**config.mk**
```make
export PLATFORM = sky130hd
export DESIGN_NAME = evlog_producer
export DESIGN_NICKNAME = d
export VERILOG_FILES = /design/src/rtl/evlog_pkg.sv /design/src/rtl/evlog_ring_ctrl.sv /design/src/rtl/evlog_mem_wr.sv /design/src/rtl/evlog_regs.sv /design/src/rtl/evlog_producer.sv
export SDC_FILE = /design/constraint.sdc
export NUM_CORES = 1
export LEC_CHECK = 0
export BUFFER_PORTS_ARGS = -buffer_cell sky130_fd_sc_hd__buf_2
export CAP_MARGIN = 10
export CELL_PAD_IN_SITES_DETAIL_PLACEMENT = 0
export CELL_PAD_IN_SITES_GLOBAL_PLACEMENT = 1
export CORE_UTILIZATION = 35
export CTS_CLUSTER_SIZE = 20
export DETAILED_ROUTE_END_ITERATION = 7
export GPL_ROUTABILITY_DRIVEN = 0
export PLACE_DENSITY_LB_ADDON = 0.3
export SYNTH_ARGS = -nofsm -noshare
export SYNTH_HDL_FRONTEND = slang
export SYNTH_HIERARCHICAL = 1
export SYNTH_SLANG_ARGS = --single-unit
```
**constraint.sdc**
```tcl
create_clock -name clk -period 13.7 [get_ports clk]
set_input_delay 0 -clock clk [delete_from_list [all_inputs] [get_ports clk]]
set_output_delay 0 -clock clk [all_outputs]
set_load 0.01 [all_outputs]
```
**src/rtl/evlog_pkg.sv**
```systemverilog
package evlog_pkg;

  localparam int REG_STAT_LO = 0;
  localparam int REG_STAT_HI = 1;
  localparam int REG_CAUSE   = 2;
  localparam int PEND_BIT    = 30;  // bit 62 of the 64-bit status
  localparam int CAUSE_BIT   = 5;   // value 0x20

  // Index after t in a ring of sz slots.
  function automatic logic [31:0] ring_next(input logic [31:0] t, input logic [31:0] sz);
    logic [31:0] n;
    n = t + 32'd1;
    return (n >= sz) ? 32'd0 : n;
  endfunction

  // Byte address of slot idx.
  function automatic logic [31:0] slot_addr(input logic [31:0] base, input logic [31:0] idx,
                                            input logic [31:0] ebytes);
    return base + idx * ebytes;
  endfunction

endpackage

```
**src/rtl/evlog_ring_ctrl.sv**
```systemverilog
module evlog_ring_ctrl #(
  parameter int IDX_W = 16
) (
  input  logic             clk,
  input  logic             rst_n,
  input  logic [IDX_W-1:0] cfg_size,
  input  logic             ev_valid,
  input  logic             head_wr,
  input  logic [IDX_W-1:0] head_wdata,
  output logic             ev_ready,
  output logic             accept,
  output logic [IDX_W-1:0] tail,
  output logic [IDX_W-1:0] head,
  output logic             full,
  output logic             empty
);

  logic [IDX_W-1:0] tail_next;

  assign tail_next = IDX_W'(evlog_pkg::ring_next(32'(tail), 32'(cfg_size)));
  assign full      = (tail_next == head);
  assign empty     = (tail == head);
  assign ev_ready  = !full;
  assign accept    = ev_valid && !full;

  always_ff @(posedge clk) begin
    if (!rst_n) begin
      tail <= '0;
      head <= '0;
    end else begin
      if (accept)  tail <= tail_next;
      if (head_wr) head <= head_wdata;
    end
  end

  // each accepted record moves the tail one slot with wrap
  assert_tail_step_R2: assert property (@(posedge clk) disable iff (!rst_n)
    accept |=> (32'(tail) == evlog_pkg::ring_next(32'($past(tail)), 32'($past(cfg_size)))));

  // nothing but an accepted record moves the tail
  assert_tail_hold_R3: assert property (@(posedge clk) disable iff (!rst_n)
    !accept |=> $stable(tail));

endmodule

```
**src/rtl/evlog_mem_wr.sv**
```systemverilog
module evlog_mem_wr #(
  parameter int IDX_W       = 16,
  parameter int ADDR_W      = 32,
  parameter int REC_W       = 80,
  parameter int ENTRY_BYTES = 32
) (
  input  logic              clk,
  input  logic              rst_n,
  input  logic              accept,
  input  logic [ADDR_W-1:0] cfg_base,
  input  logic [IDX_W-1:0]  tail,
  input  logic [REC_W-1:0]  record,
  output logic              mem_wr_en,
  output logic [ADDR_W-1:0] mem_wr_addr,
  output logic [REC_W-1:0]  mem_wr_data
);

  logic [ADDR_W-1:0] addr_now;

  assign addr_now = ADDR_W'(evlog_pkg::slot_addr(32'(cfg_base), 32'(tail), 32'(ENTRY_BYTES)));

  always_ff @(posedge clk) begin
    if (!rst_n) begin
      mem_wr_en   <= 1'b0;
      mem_wr_addr <= '0;
      mem_wr_data <= '0;
    end else begin
      mem_wr_en <= accept;
      if (accept) begin
        mem_wr_addr <= addr_now;
        mem_wr_data <= record;
      end
    end
  end

  // a write strobe lasts one cycle per accepted record
  assert_one_write_R2: assert property (@(posedge clk) disable iff (!rst_n)
    mem_wr_en |-> $past(accept));

endmodule

```
**src/rtl/evlog_regs.sv**
```systemverilog
module evlog_regs #(
  parameter int IDX_W = 16
) (
  input  logic             clk,
  input  logic             rst_n,
  input  logic             accept,
  input  logic             reg_wr,
  input  logic [1:0]       reg_addr,
  input  logic [31:0]      reg_wdata,
  input  logic [IDX_W-1:0] head,
  input  logic [IDX_W-1:0] tail,
  output logic             head_wr,
  output logic [IDX_W-1:0] head_wdata,
  output logic             pending,
  output logic             cause_evl,
  output logic [31:0]      reg_rdata
);

  import evlog_pkg::*;

  logic pend_clr;
  logic cause_clr;
  logic unused_wdata;

  assign head_wr      = reg_wr && (reg_addr == 2'(REG_STAT_LO));
  assign head_wdata   = reg_wdata[IDX_W-1:0];
  assign pend_clr     = reg_wr && (reg_addr == 2'(REG_STAT_HI)) && reg_wdata[PEND_BIT];
  assign cause_clr    = reg_wr && (reg_addr == 2'(REG_CAUSE)) && reg_wdata[CAUSE_BIT];
  assign unused_wdata = ^reg_wdata;

  always_ff @(posedge clk) begin
    if (!rst_n) begin
      pending   <= 1'b0;
      cause_evl <= 1'b0;
    end else begin
      // a new record wins over a clear on the same edge
      if (accept)        pending <= 1'b1;
      else if (pend_clr) pending <= 1'b0;
      if (accept)         cause_evl <= 1'b1;
      else if (cause_clr) cause_evl <= 1'b0;
    end
  end

  always_comb begin
    reg_rdata = '0;
    case (reg_addr)
      2'(REG_STAT_LO): reg_rdata[IDX_W-1:0] = head;
      2'(REG_STAT_HI): begin
        reg_rdata[IDX_W-1:0] = tail;
        reg_rdata[PEND_BIT]  = pending;
      end
      2'(REG_CAUSE):   reg_rdata[CAUSE_BIT] = cause_evl;
      default:         reg_rdata = '0;
    endcase
  end

  // a record always leaves both flags set
  assert_flags_set_R7: assert property (@(posedge clk) disable iff (!rst_n)
    accept |=> (pending && cause_evl));

  // a clear with no record drops pending
  assert_pend_clear_R8: assert property (@(posedge clk) disable iff (!rst_n)
    (pend_clr && !accept) |=> !pending);

  // a clear with no record drops the cause bit
  assert_cause_clear_R9: assert property (@(posedge clk) disable iff (!rst_n)
    (cause_clr && !accept) |=> !cause_evl);

endmodule

```
**src/rtl/evlog_producer.sv**
```systemverilog
module evlog_producer #(
  parameter int IDX_W       = 16,
  parameter int ADDR_W      = 32,
  parameter int OP_W        = 8,
  parameter int FAULT_W     = 64,
  parameter int ENTRY_BYTES = 32,
  localparam int REC_W      = 8 + OP_W + FAULT_W
) (
  input  logic               clk,
  input  logic               rst_n,
  input  logic [IDX_W-1:0]   cfg_size,
  input  logic [ADDR_W-1:0]  cfg_base,
  input  logic               ev_valid,
  output logic               ev_ready,
  input  logic [7:0]         ev_err,
  input  logic [OP_W-1:0]    ev_op,
  input  logic [FAULT_W-1:0] ev_fault,
  output logic               mem_wr_en,
  output logic [ADDR_W-1:0]  mem_wr_addr,
  output logic [REC_W-1:0]   mem_wr_data,
  input  logic               reg_wr,
  input  logic [1:0]         reg_addr,
  input  logic [31:0]        reg_wdata,
  output logic [31:0]        reg_rdata,
  output logic               ring_empty,
  output logic               irq
);

  // named internal events for the assertions
  logic             accept;
  logic             full;
  logic [IDX_W-1:0] tail;
  logic [IDX_W-1:0] head;
  logic             head_wr;
  logic [IDX_W-1:0] head_wdata;
  logic             pending;
  logic             cause_evl;
  logic [REC_W-1:0] record;

  assign record = {ev_fault, ev_op, ev_err};
  assign irq    = cause_evl;

  evlog_ring_ctrl #(.IDX_W(IDX_W)) u_ring (
    .clk(clk), .rst_n(rst_n), .cfg_size(cfg_size), .ev_valid(ev_valid),
    .head_wr(head_wr), .head_wdata(head_wdata), .ev_ready(ev_ready),
    .accept(accept), .tail(tail), .head(head), .full(full), .empty(ring_empty)
  );

  evlog_mem_wr #(.IDX_W(IDX_W), .ADDR_W(ADDR_W), .REC_W(REC_W),
                 .ENTRY_BYTES(ENTRY_BYTES)) u_mem (
    .clk(clk), .rst_n(rst_n), .accept(accept), .cfg_base(cfg_base),
    .tail(tail), .record(record), .mem_wr_en(mem_wr_en),
    .mem_wr_addr(mem_wr_addr), .mem_wr_data(mem_wr_data)
  );

  evlog_regs #(.IDX_W(IDX_W)) u_regs (
    .clk(clk), .rst_n(rst_n), .accept(accept), .reg_wr(reg_wr),
    .reg_addr(reg_addr), .reg_wdata(reg_wdata), .head(head), .tail(tail),
    .head_wr(head_wr), .head_wdata(head_wdata), .pending(pending),
    .cause_evl(cause_evl), .reg_rdata(reg_rdata)
  );

  // an offer into a full ring produces no write
  assert_no_write_full_R3: assert property (@(posedge clk) disable iff (!rst_n)
    (ev_valid && full) |=> !mem_wr_en);

  // empty and full never coexist for a ring of two or more slots
  assert_empty_not_full_R4: assert property (@(posedge clk) disable iff (!rst_n)
    (cfg_size > IDX_W'(1)) |-> !(ring_empty && full));

endmodule

```
* Word level (Yosys, flattened, before mapping)
Index checks and enable logic that the tools add are counted.
** Cells by class
- Muxes and demuxes :: 9
- Add/subtract/negate cells :: 2
- Equal/unequal tests :: 4
- $lt $le $gt $ge :: 1
- Reductions and logical operators :: 10
** Operators by type and width (number)
- adder 32 x 21 -> 32 bit :: 1
- == test 16 bit :: 2
- one-hot mux 10 bit (2 select lines) :: 1
- adder 16 x 1 -> 17 bit, second input constant :: 1
- greater-or-equal comparator 17 x 16 -> 1 bit :: 1
- 2-to-1 mux 16 bit :: 1
- one-hot mux 5 bit (2 select lines) :: 1
- logical AND 1 bit :: 6
- 2-to-1 mux 1 bit :: 5
- nonzero test 2 bit :: 2
- one-hot mux 1 bit (3 select lines) :: 1
- == test 2 x 1 -> 1 bit, second input constant :: 1
- == test 2 bit, second input constant :: 1
- logical NOT 2 bit :: 1
- logical NOT 1 bit :: 1
** Word-level totals
- Bits of input ports :: 166
- Register bits :: 147
- Logic and storage cells :: 33
- Output and inout bits :: 148

* Longest topological paths before layout
Gate-level depths: netlist of the first run.
- Depth after elaboration :: 7
- Mapped depth :: 23
- Mapped depth without buffers :: 18

* Cells and area by module
The synthesis of the first run kept the hierarchy.
** By module, submodules not included
- evlog_mem_wr :: cells each 528, times used 1, area each 5240.0 sq um, seq. area each 2262.2 sq um
- evlog_ring_ctrl :: cells each 337, times used 1, area each 2695.1 sq um, seq. area each 640.6 sq um
- evlog_regs :: cells each 79, times used 1, area each 585.6 sq um, seq. area each 40.0 sq um

* Worst setup path after synthesis of the first run
No wires, ideal clock.
- Kind :: register to register
- From :: register u_ring.tail[1]
- To :: register u_mem.mem_wr_addr[16]
- Slack :: 8756 ps
- Clock period less this slack :: 4944 ps
- Library setup time :: 79 ps
- Data arrival time :: 4865 ps
- Stages on the path, launching flop included :: 22
- Path through :: dfxtp_1 ha_1 nand4_1 nor4_1 xor2_1 ha_1 a21o_1 a21o_1 a211o_1 a211oi_1 buf_2 a211oi_1 o22ai_1 o31ai_4 inv_2 buf_2 clkbuf_1 buf_2 buf_2 clkbuf_1 nand4_1 o211ai_1
** On the way
- Word-level cells in the longest chain between the ends :: 6
- Elaborated cells on any way between the ends :: 7
** RTL lines
- start: declaration :: RTL line evlog_ring_ctrl.sv:12 : output logic [IDX_W-1:0] tail,
- start signal: assignment :: RTL line evlog_ring_ctrl.sv:31 : if (accept) tail <= tail_next;
- adder 16 x 1 -> 17 bit * :: RTL line evlog_pkg.sv:12 : n = t + 32'd1;
- greater-or-equal comparator 17 x 16 -> 1 bit :: RTL line evlog_pkg.sv:13 : return (n >= sz) ? 32'd0 : n;
- 2-to-1 mux 16 bit * :: RTL line evlog_pkg.sv:13
- == test 16 bit * :: RTL line evlog_ring_ctrl.sv:21 : assign full = (tail_next == head);
- logical NOT 1 bit * :: RTL line evlog_ring_ctrl.sv:24 : assign accept = ev_valid && !full;
- logical AND 1 bit * :: RTL line evlog_ring_ctrl.sv:24
- named net accept :: RTL line evlog_producer.sv:30 : logic accept;
- end signal: assignment :: RTL line evlog_mem_wr.sv:30 : mem_wr_addr <= addr_now;
- end: declaration :: RTL line evlog_mem_wr.sv:14 : output logic [ADDR_W-1:0] mem_wr_addr,
Mark *: on every way through the listed nets, which the timed path passes. The rest lies on a longest branch.
A chain may end at the register's enable or synchronous reset.

* Worst setup path in the final report of the first run
- From :: register u_ring.tail[0]
- To :: register u_mem.mem_wr_addr[2]
Same word-level chain as after synthesis.

==> impl_metrics.yaml, run 1 <==
critical_path:
  worst-setup-path-type: "reg2reg"
  cp.required_ns: 14.01
  critical_path.slowest_cell: "sky130_fd_sc_hd__o31ai_4"
  critPathCaptureType: "flip-flop"
  critPathMaxFanout: 79
  critPathBufInv: 2
  reg2regPathDepth: 16
  critical_path_arrival_ns: 6.84
  cp_top_family: "compound AO/OA/AOI/OAI gates"
  timing.critical_path.depth: 16
  worst_setup_path_start_kind: "flip-flop"
  cpPeakStageDelay_ns: 0.73
  crit_path_cell_trace: "ha_1 -> and4_1 -> nand4_1 -> xnor2_1 -> ha_1 -> nand4_1 -> nor3_1 -> a2111o_1 -> a211o_1 -> o211ai_1 -> o2111ai_1 -> o31ai_4 -> inv_6 -> buf_4 -> mux2i_1 -> nor2b_1"
clock_network:
  clk_pin_slew_ns: 0.07
  ctsLongestPathBuffers: 2
  worstSkewPairLatency_ns: 0.42
  cts.repair.resized: 0
  post-cts-setup-buffer-count: 0
  cts_hold_buf: 117
  tritoncts: "done"
  cts_sinks: 147
  cts_max_level: 4
  cts_inserted_buffers: 17
  clock_tree.root_cell: "sky130_fd_sc_hd__clkbuf_16"
layout:
  drive_gt1_share_pct: 26.1
  final_design_area_no_fill_mm2: 0.0117
  fin_nets: 1493
  flow.area_growth_from_synthesis_pct: 37.4
synthesis:
  synth_seq_area_share_pct: 34.5
  synthDistinctLibCells: 69
  ys.warnings.count: 6
  synth_enable_flop_cells: 0
  synth-seq-cells: 147
  syn-instance-count: 944
  postSynth.asyncResetShare_pct: 0
  netlist_area_mm2: 0.00852
  synth.avg_cell_area_um2: 9.03
  postSynth.topFlopCell: "sky130_fd_sc_hd__dfxtp_1"
die:
  initial_standard_cell_utilization_of_the_core_pct: 36.0
  io_pins: 314
  design.core.area_mm2: 0.0237
  core.rowCount: 56
  die_width_um: 158
  die_height_um: 158
  dieArea_mm2: 0.0250
grt:
  grt_most_used_layer: "met2"
  use_met1_pct: 24.5
  first_pass_grt_wire_length_um: 40600
  grt_util_all_layers_pct: 21.2
  gr-usage-met3_pct: 4.60
  antenna_violations_before_repair: 5
  grt_use_met2_pct: 37.6
  overflow_left_after_global_routing: 0
  grt_max_degree: 109
  first_global_vias: 7582
power_and_ir_drop:
  ir_drop_mv: 0.0762
  power.density_mw_per_mm2: 99.0
  total_leakage_power_nw: 5.53
placement:
  place_area_mm2: 0.00995
  buffer_ports.inserted: 283
  detailedPlacementHpwl_um: 19600
detailed_routing:
  avgRoutedWirePerCell_um: 17.0
  avgViaCountPerCell: 4.86
  drtAntennaViolNets: 0
  detailroute.via_count: 7918
  detail_route.iter0.violations: 396
  routed_wl_um: 27700
  detail_route.first_pass.iterations: 5
  drt_drc_violations_left: 0
min_path:
  min_delay_path_depth: 4
  min-delay-path-class: "in2reg"
sta:
  grt_setup_unrepaired: "no"
  maxClockFrequency_ghz: 0.153
  clock_skew_ns: 0.0114
  finalCritPeriodShare_pct: 47.7
  setup_viol: 0
  finalSetupTns_ns: 0
  final_max_slew_viol_count: 0
  hold_violations: 0
  timing.final.crit_period_ns: 6.53
  max-slew-margin-rel_pct: 23.9
  worst_slew_pin_slew_ns: 1.14
flow_run:
  cap_viol_max_count: 0
outcome:
  result_of_the_run: "finished clean"
## stage by stage
step | hold WS, ns | total power [W] | cells | util [%] | setup WS, ns
6_report | 0.0385 | 0.00116 | 1629 | 49.4 | 7.17
5_1_grt | 0.0693 | 0.00121 | 1629 | 49.4 | 6.89
4_1_cts | 0.0117 | 0.00117 | 1625 | 49.4 | 7.27
3_5_place_dp | 0.228 | 0.000684 | 1476 | 42.0 | 7.31
3_3_place_gp | 0.222 | 0.000681 | 1476 | 42.0 | 7.33
2_1_floorplan | 0.100 | 0.000611 | 958 | - | 8.76
## worst min-delay path, cell delays in order
cell and delay (ns):
sky130_fd_sc_hd__buf_2 0.13, sky130_fd_sc_hd__nor2_1 0.11, sky130_fd_sc_hd__a211o_1 0.13, sky130_fd_sc_hd__a21oi_1 0.05
## final timing paths
kind,startpoint,endpoint,slack (ns)
max,u_ring/tail[0]$_SDFFE_PN0P_,u_mem/mem_wr_addr[2]$_SDFFE_PN0P_,7.17
min,cfg_base[29],u_mem/mem_wr_addr[29]$_SDFFE_PN0P_,0.04
max reg2reg,u_ring/tail[0]$_SDFFE_PN0P_,u_mem/mem_wr_addr[2]$_SDFFE_PN0P_,7.17
min reg2reg,u_mem/mem_wr_addr[21]$_SDFFE_PN0P_,u_mem/mem_wr_addr[21]$_SDFFE_PN0P_,0.45
## placed cells by master, fill, tap and decap left out, types with 19 or more instances in the layout
cell / count
sky130_fd_sc_hd__buf_2: 282
sky130_fd_sc_hd__dfxtp_1: 147
sky130_fd_sc_hd__mux2i_1: 124
sky130_fd_sc_hd__dlygate4sd3_1: 117
sky130_fd_sc_hd__nor2b_1: 116
sky130_fd_sc_hd__nor2_1: 46
sky130_fd_sc_hd__nand2_1: 34
sky130_fd_sc_hd__xnor2_1: 33
sky130_fd_sc_hd__ha_1: 33
sky130_fd_sc_hd__o21ai_0: 32
sky130_fd_sc_hd__inv_1: 31
sky130_fd_sc_hd__a21oi_1: 31
sky130_fd_sc_hd__nand3_1: 24
sky130_fd_sc_hd__nand4_1: 20
sky130_fd_sc_hd__xor2_1: 19
## cell usage after synthesis, drive strengths merged, types with 24 or more instances
| cell | instances | area (um2) |
|---|---|---|
| dfxtp | 147 | 2940 |
| mux2i | 124 | 1240 |
| nor2b | 116 | 726 |
| buf | 57 | 373 |
| nor2 | 46 | 173 |
| o21ai | 41 | 205 |
| nand2 | 35 | 134 |
| a21oi | 33 | 173 |
| ha | 33 | 413 |
| xnor2 | 33 | 289 |
| inv | 32 | 120 |
| clkbuf | 31 | 116 |
| nand3 | 24 | 120 |
## layer usage
| layer | routed length, um | vias up |
|---|---|---|
| li1 | - | 3965 |
| met1 | 11800 | 3682 |
| met2 | 13800 | 235 |
| met3 | 1510 | 34 |
| met4 | 634 | 2 |
| met5 | 13 | - |
## area by class of cell
cell class	count	area, um2
diodes	4	10.0
clock buffers	18	439
clock inverters	14	143
fillers	2331	12000
inverters	32	125
multi-input cells	691	5030
flip-flops and latches	147	2940
well taps	319	399
repair buffers	404	2620
## where the power goes
part | switching, W | leakage (nW) | internal (W)
registers | 0.0000189 | 1.21 | 0.000457
clock network | 0.000209 | 0.279 | 0.000246
logic | 0.000114 | 4.05 | 0.000114
total | 0.000342 | 5.53 | 0.000817
## logic make-up after synthesis
family | after synthesis | share of synthesized area, %
buffers and inverters | 120 | 7.15
AOI/OAI and AO/OA | 149 | 11.6
DFF | 147 | 34.5
other | 1 | 0.0440
adders and majority gates | 34 | 5.08
and+or+nand+nor | 314 | 21.1
xor gates and xnor gates | 53 | 5.62
muxes | 126 | 14.8
## sequential cells by signal, summed over array words and instances, names as in the netlist
name / cells
u_regs/pending: 1
u_mem/mem_wr_en: 1
u_regs/cause_evl: 1
u_mem/mem_wr_addr: 32
u_ring/head: 16
u_ring/tail: 16
u_mem/mem_wr_data: 80
Note: power is estimated with default switching activity, not from simulation.
==> run 2: changes to the inputs <==
==> constraint.sdc (replaced) <==
create_clock -name clk -period 6.5 [get_ports clk]
set_input_delay 0 -clock clk [delete_from_list [all_inputs] [get_ports clk]]
set_output_delay 0 -clock clk [all_outputs]
set_load 0.01 [all_outputs]
==> run 2 against run 1 <==
  * Via count rose by 0.35%
  * Worst setup slack got worse by 6.7 ns
  * Largest cell class unchanged
  * Flip-flop and latch count did not move
  * Register-to-register slack lost 6.7 ns
  * Combinational power increased by 110%
  * Largest power group is now the clock network
  * Cell area grew 0.61%
  * Highest routed layer unchanged
  * Critical path type unchanged
  * Routed wire length increased by 0.38%
  * Cell count increased by 0.18%
  * Non-clock buffer count increased by 3
  * First-iteration DRC count rose by 24%
==> impl_metrics.yaml, run 2 (synthesized netlist as in run 1, its figures left out) <==
outcome:
  result_of_the_run: "finished clean"
layout:
  layout_commonest_cell: "sky130_fd_sc_hd__buf_2"
  final_cell_mix: "sky130_fd_sc_hd__buf_2 (282), sky130_fd_sc_hd__dfxtp_1 (147), sky130_fd_sc_hd__mux2i_1 (124), sky130_fd_sc_hd__dlygate4sd3_1 (117), sky130_fd_sc_hd__nor2b_1 (116)"
  flow.area_growth_from_synthesis_pct: 38.3
  drive_gt1_share_pct: 26.2
  flip_flop_count_of_the_largest_register_all_copies_and_words_added: 80
  largest_registers: "u_mem/mem_wr_data x80, u_mem/mem_wr_addr x32"
  num-fill-cells: 2292
  fin_nets: 1496
  area_taken_by_multi_input_logic_gates_mm2: 0.00503
  ff_latch_area_mm2: 0.00294
  max_flop_register: "u_mem/mem_wr_data"
sta:
  hold_violations: 0
  timing.final.crit_period_ns: 6.04
  maxClockFrequency_ghz: 0.165
  final_critical_path_setup_slack_ns: 0.457
  setup_viol: 0
  grt_setup_unrepaired: "no"
  worst_slew_pin_slew_ns: 0.785
  final_max_slew_viol_count: 0
  clock_skew_ns: 0.0163
  finalCritPeriodShare_pct: 93.0
  max-slew-margin-rel_pct: 47.6
  finalSetupTns_ns: 0
detailed_routing:
  routed_wl_um: 27800
  detailroute.via_count: 7946
  detail_route.first_pass.iterations: 5
  detail_route.iter0.violations: 491
  avgRoutedWirePerCell_um: 17.0
  drt_drc_violations_left: 0
  avgViaCountPerCell: 4.87
  drtAntennaViolNets: 0
die:
  die_width_um: 158
  design.core.area_mm2: 0.0237
  io_pins: 314
  die_height_um: 158
  core.rowCount: 56
  initial_standard_cell_utilization_of_the_core_pct: 36.0
  dieArea_mm2: 0.0250
clock_network:
  cts_max_level: 4
  ctsLongestPathBuffers: 2
  tritoncts: "done"
  clk_pin_slew_ns: 0.07
  clock_tree.root_cell: "sky130_fd_sc_hd__clkbuf_16"
  post-cts-setup-buffer-count: 0
  cts_inserted_buffers: 17
  cts_sinks: 147
  worstSkewPairLatency_ns: 0.43
power_and_ir_drop:
  ir_drop_mv: 0.161
  power.density_mw_per_mm2: 215
  total_leakage_power_nw: 5.57
grt:
  grt_use_met2_pct: 37.2
  use_met1_pct: 25.3
  grt_max_degree: 104
  first_global_vias: 7465
  grt_util_all_layers_pct: 21.4
  gr-usage-met3_pct: 5.12
  antenna_violations_before_repair: 5
  grt_most_used_layer: "met2"
  first_pass_grt_wire_length_um: 40700
  overflow_left_after_global_routing: 0
critical_path:
  critical_path_arrival_ns: 6.35
  critPathMaxFanout: 103
  worst-setup-path-type: "reg2reg"
  cp.required_ns: 6.80
  critPathCaptureType: "flip-flop"
  worst_setup_path_start_kind: "flip-flop"
  rrSetupSlack_ns: 0.46
placement:
  worst_slack_after_detailed_placement_ns: 1.15
  detailedPlacementHpwl_um: 19600
  buffer_ports.inserted: 283
flow_run:
  cap_viol_max_count: 0
min_path:
  min-delay-path-class: "in2reg"
## run 2: path summary, 6_finish.rpt
kind	cells past startpoint	from	end
worst max-delay path	17	u_ring/tail[1]$_SDFFE_PN0P_	u_regs/pending$_SDFFE_PN0P_
worst min register to register	2	u_mem/mem_wr_addr[17]$_SDFFE_PN0P_	u_mem/mem_wr_addr[17]$_SDFFE_PN0P_
worst max register to register	17	u_ring/tail[1]$_SDFFE_PN0P_	u_regs/pending$_SDFFE_PN0P_
worst min-delay path	4	ev_valid	u_mem/mem_wr_addr[27]$_SDFFE_PN0P_
## run 2: timing repair
item / CTS / global route
resized for setup: 0 / 0
hold endpoints to repair: 115 / 0
hold buffers: 117 / 0
## run 2: worst max-delay path, cell delays in order (launching register included)
cell	delay (ns)
sky130_fd_sc_hd__dfxtp_1	0.54
sky130_fd_sc_hd__ha_1	0.36
sky130_fd_sc_hd__nand4_1	0.20
sky130_fd_sc_hd__nor4_1	0.38
sky130_fd_sc_hd__xor2_1	0.39
sky130_fd_sc_hd__ha_1	0.33
sky130_fd_sc_hd__a21o_1	0.18
sky130_fd_sc_hd__a21o_1	0.17
sky130_fd_sc_hd__a211o_1	0.30
sky130_fd_sc_hd__a211o_1	0.52
sky130_fd_sc_hd__o211ai_1	0.36
sky130_fd_sc_hd__o2111ai_1	0.24
sky130_fd_sc_hd__o31ai_4	0.41
sky130_fd_sc_hd__inv_6	0.13
sky130_fd_sc_hd__buf_12	0.30
sky130_fd_sc_hd__nor2b_1	0.29
sky130_fd_sc_hd__a41oi_1	0.14
sky130_fd_sc_hd__dlygate4sd3_1	0.60
## run 2: routing by layer
| layer | vias up | routed length (um) |
|---|---|---|
| li1 | 3970 | - |
| met1 | 3701 | 11800 |
| met2 | 236 | 13700 |
| met3 | 37 | 1730 |
| met4 | 2 | 530 |
| met5 | - | 17 |
## run 2: power breakdown
| part | total [W] | internal [W] | switching (W) |
|---|---|---|---|
| logic | 0.000489 | 0.000242 | 0.000247 |
| registers | 0.000998 | 0.000963 | 0.0000359 |
| clock network | 0.00105 | 0.000618 | 0.000428 |
## run 2: cell type report
| class | count | area share [%] |
|---|---|---|
| flip-flops and latches | 147 | 25.0 |
| diodes | 4 | 0.0850 |
| inverters | 32 | 1.06 |
| clock inverters | 14 | 1.60 |
| multi-input cells | 691 | 42.7 |
| clock buffers | 18 | 3.64 |
| well taps | 319 | 3.39 |
| repair buffers | 407 | 22.5 |
## run 2: through the flow
step	utilization (%)	hold slack, ns	cells	area [um2]	total power [W]
finish	49.7	0.0301	1632	11800	0.00253
floorplan	-	0.100	958	8570	0.00129
detailed placement	42.1	0.219	1479	9980	0.00145
global placement	42.1	0.220	1479	9980	0.00144
global route	49.7	0.0280	1632	11800	0.00264
CTS	49.7	0.00106	1628	11800	0.00255
==> run 3: changes to the inputs <==
--- a/config.mk
+++ b/config.mk
@@ -13,6 +13,7 @@
 export CTS_CLUSTER_SIZE = 20
 export DETAILED_ROUTE_END_ITERATION = 7
 export GPL_ROUTABILITY_DRIVEN = 0
+export GPL_TIMING_DRIVEN = 0
 export PLACE_DENSITY_LB_ADDON = 0.3
 export SYNTH_ARGS = -nofsm -noshare
 export SYNTH_HDL_FRONTEND = slang
==> constraint.sdc (replaced) <==
create_clock -name clk -period 7 [get_ports clk]
set_input_delay 0 -clock clk [delete_from_list [all_inputs] [get_ports clk]]
set_output_delay 0 -clock clk [all_outputs]
set_load 0.01 [all_outputs]
==> run 3 against run 2 <==
  * Routed wire length up 5.7%
  * Cell count up 3.5%
  * Power down 8.1%
  * Clock power down 12%
  * Flip-flop and latch count unchanged
  * Largest cell class unchanged
  * Largest power group is now registers
==> impl_metrics.yaml, run 3 (synthesized netlist as in run 1, its figures left out) <==
outcome:
  result_of_the_run: "finished clean"
clock_network:
  cts.repair.resized: 0
  cts_max_level: 4
  cts_sinks: 147
  ctsLongestPathBuffers: 2
  worstSkewPairLatency_ns: 0.42
  clk_pin_slew_ns: 0.07
  post-cts-setup-buffer-count: 0
  cts_inserted_buffers: 17
  clock_tree.root_cell: "sky130_fd_sc_hd__clkbuf_16"
  tritoncts: "done"
layout:
  fin_nets: 1558
  max_flop_register: "u_mem/mem_wr_data"
  flip_flop_count_of_the_largest_register_all_copies_and_words_added: 80
  drive_gt1_share_pct: 26.9
  num_antenna_cells: 0
  flow.area_growth_from_synthesis_pct: 41.4
  final_design_area_no_fill_mm2: 0.0121
  final_cell_mix: "sky130_fd_sc_hd__buf_2 (282), sky130_fd_sc_hd__dfxtp_1 (147), sky130_fd_sc_hd__mux2i_1 (124), sky130_fd_sc_hd__dlygate4sd3_1 (116), sky130_fd_sc_hd__nor2b_1 (116)"
  layout_commonest_cell: "sky130_fd_sc_hd__buf_2"
  largest_registers: "u_mem/mem_wr_data x80, u_mem/mem_wr_addr x32"
  finish.cell_count_without_fillers: 1689
power_and_ir_drop:
  total_leakage_power_nw: 5.73
  power.density_mw_per_mm2: 193
  ir_drop_mv: 0.158
critical_path:
  critPathBufInv: 6
  critPathMaxFanout: 21
  worst_setup_path_start_kind: "flip-flop"
  timing.critical_path.depth: 20
  cell_mode_on_critical_path: "sky130_fd_sc_hd__buf_2"
  critPathCaptureType: "flip-flop"
  crit_path_cell_trace: "ha_1 -> nand4_1 -> nor4_1 -> xor2_1 -> ha_1 -> a21o_1 -> a21o_1 -> a211o_1 -> a211oi_1 -> buf_2 -> a211oi_1 -> o22ai_1 -> o31ai_4 -> inv_2 -> buf_2 -> buf_2 -> buf_2 -> clkbuf_1 -> nand4_1 -> o211ai_1"
  reg2regPathDepth: 20
  cp_top_family: "buffers and inverters"
  cp.required_ns: 7.34
  critical_path.slowest_cell: "sky130_fd_sc_hd__dfxtp_1"
  worst-setup-path-type: "reg2reg"
  cpPeakStageDelay_ns: 0.55
  critical_path_arrival_ns: 6.87
die:
  die_width_um: 158
  design.core.area_mm2: 0.0237
  die_height_um: 158
  initial_standard_cell_utilization_of_the_core_pct: 36.0
  io_pins: 314
  core.rowCount: 56
  dieArea_mm2: 0.0250
grt:
  antenna_violations_before_repair: 0
  overflow_left_after_global_routing: 0
  first_pass_grt_wire_length_um: 43200
  grt_util_all_layers_pct: 22.9
  first_global_vias: 7793
  grt_max_degree: 17
detailed_routing:
  highest_layer: "met4"
  drtAntennaViolNets: 0
  avgViaCountPerCell: 4.84
  routed_wl_um: 29400
  detail_route.first_pass.iterations: 5
  met3RoutedLength_um: 1700
  detailroute.via_count: 8170
  drt_drc_violations_left: 0
  drt-met1-wl_um: 12200
  detailroute.wirelength.met2_um: 14900
  detail_route.iter0.violations: 528
  avgRoutedWirePerCell_um: 17.4
placement:
  worst_slack_after_detailed_placement_ns: 0.213
  dp_cell_count: 1543
  buffer_ports.inserted: 266
  detailedPlacementHpwl_um: 22000
  place_area_mm2: 0.0103
sta:
  finalCritPeriodShare_pct: 93.2
  final_critical_path_setup_slack_ns: 0.479
  worst_slew_pin_slew_ns: 0.824
  grt_setup_unrepaired: "no"
  timing.final.crit_period_ns: 6.52
  clock_skew_ns: 0.0108
  finalSetupTns_ns: 0
  maxClockFrequency_ghz: 0.153
  final_max_slew_viol_count: 0
  setup_viol: 0
  hold_violations: 0
  max-slew-margin-rel_pct: 45.1
min_path:
  min-delay-path-class: "in2reg"
  min_delay_path_depth: 4
flow_run:
  cap_viol_max_count: 0
run 3: changes by cell type in the layout (fill, tap and decap cells not counted), moves of 2 or more:
cell / delta
sky130_fd_sc_hd__buf_1: +6
sky130_fd_sc_hd__buf_4: +26
sky130_fd_sc_hd__buf_6: +2
sky130_fd_sc_hd__clkbuf_1: +29
sky130_fd_sc_hd__clkinvlp_4: +2
sky130_fd_sc_hd__diode_2: -4
run 3: power by group:
| group | internal (W) | switching, W | total [W] |
|---|---|---|---|
| Combinational | 0.000235 | 0.000236 | 0.000471 |
| Clock | 0.000534 | 0.000392 | 0.000926 |
| Sequential | 0.000894 | 0.0000364 | 0.000930 |
| Total | 0.00166 | 0.000664 | 0.00233 |
run 3: per-layer routing:
| metal | global-route usage [%] | up-vias |
|---|---|---|
| met5 | 0 | - |
| met4 | 8.33 | 0 |
| met3 | 3.81 | 27 |
| met2 | 41.9 | 261 |
| met1 | 26.6 | 3781 |
| li1 | - | 4101 |
run 3: cell type report:
cell class / count / area [um2]
inverter: 32 / 120
sequential: 147 / 2940
multi-input combinational: 691 / 5020
fill: 2283 / 11600
clock buffer: 17 / 425
timing repair buffer: 382 / 2490
clock inverter: 14 / 165
buffer: 87 / 485
tap: 319 / 399
run 3: worst paths after layout:
check | start | to | slack [ns]
max | u_ring/tail[1]$_SDFFE_PN0P_ | u_mem/mem_wr_addr[16]$_SDFFE_PN0P_ | 0.48
min reg2reg | u_mem/mem_wr_addr[21]$_SDFFE_PN0P_ | u_mem/mem_wr_addr[21]$_SDFFE_PN0P_ | 0.45
min | cfg_base[5] | u_mem/mem_wr_addr[5]$_SDFFE_PN0P_ | 0.03
max reg2reg | u_ring/tail[1]$_SDFFE_PN0P_ | u_mem/mem_wr_addr[16]$_SDFFE_PN0P_ | 0.48
run 3: per-stage QoR:
step                hold WS, ns  total power [W]  utilization (%)
global placement          0.223          0.00136             43.5
CTS                      0.0410          0.00234             50.9
global route             0.0669          0.00243             50.9
floorplan                 0.100          0.00120                -
finish                   0.0305          0.00233             50.9
detailed placement        0.212          0.00136             43.5
run 3: what timing repair did:
item / in CTS / in global routing
endpoints found under the hold margin: 115 / 0
endpoints found under the setup margin: 0 / 10
hold buffers: 116 / 0
run 3: worst reg2reg max path, stage by stage, from the launching register on:
cell and delay, ns:
sky130_fd_sc_hd__dfxtp_1 0.55, sky130_fd_sc_hd__ha_1 0.38, sky130_fd_sc_hd__nand4_1 0.21, sky130_fd_sc_hd__nor4_1 0.41, sky130_fd_sc_hd__xor2_1 0.47, sky130_fd_sc_hd__ha_1 0.34, sky130_fd_sc_hd__a21o_1 0.18, sky130_fd_sc_hd__a21o_1 0.17
sky130_fd_sc_hd__a211o_1 0.31, sky130_fd_sc_hd__a211oi_1 0.49, sky130_fd_sc_hd__buf_2 0.35, sky130_fd_sc_hd__a211oi_1 0.13, sky130_fd_sc_hd__o22ai_1 0.29, sky130_fd_sc_hd__o31ai_4 0.13, sky130_fd_sc_hd__inv_2 0.19, sky130_fd_sc_hd__buf_2 0.45
sky130_fd_sc_hd__buf_2 0.36, sky130_fd_sc_hd__buf_2 0.33, sky130_fd_sc_hd__clkbuf_1 0.44, sky130_fd_sc_hd__nand4_1 0.15, sky130_fd_sc_hd__o211ai_1 0.12
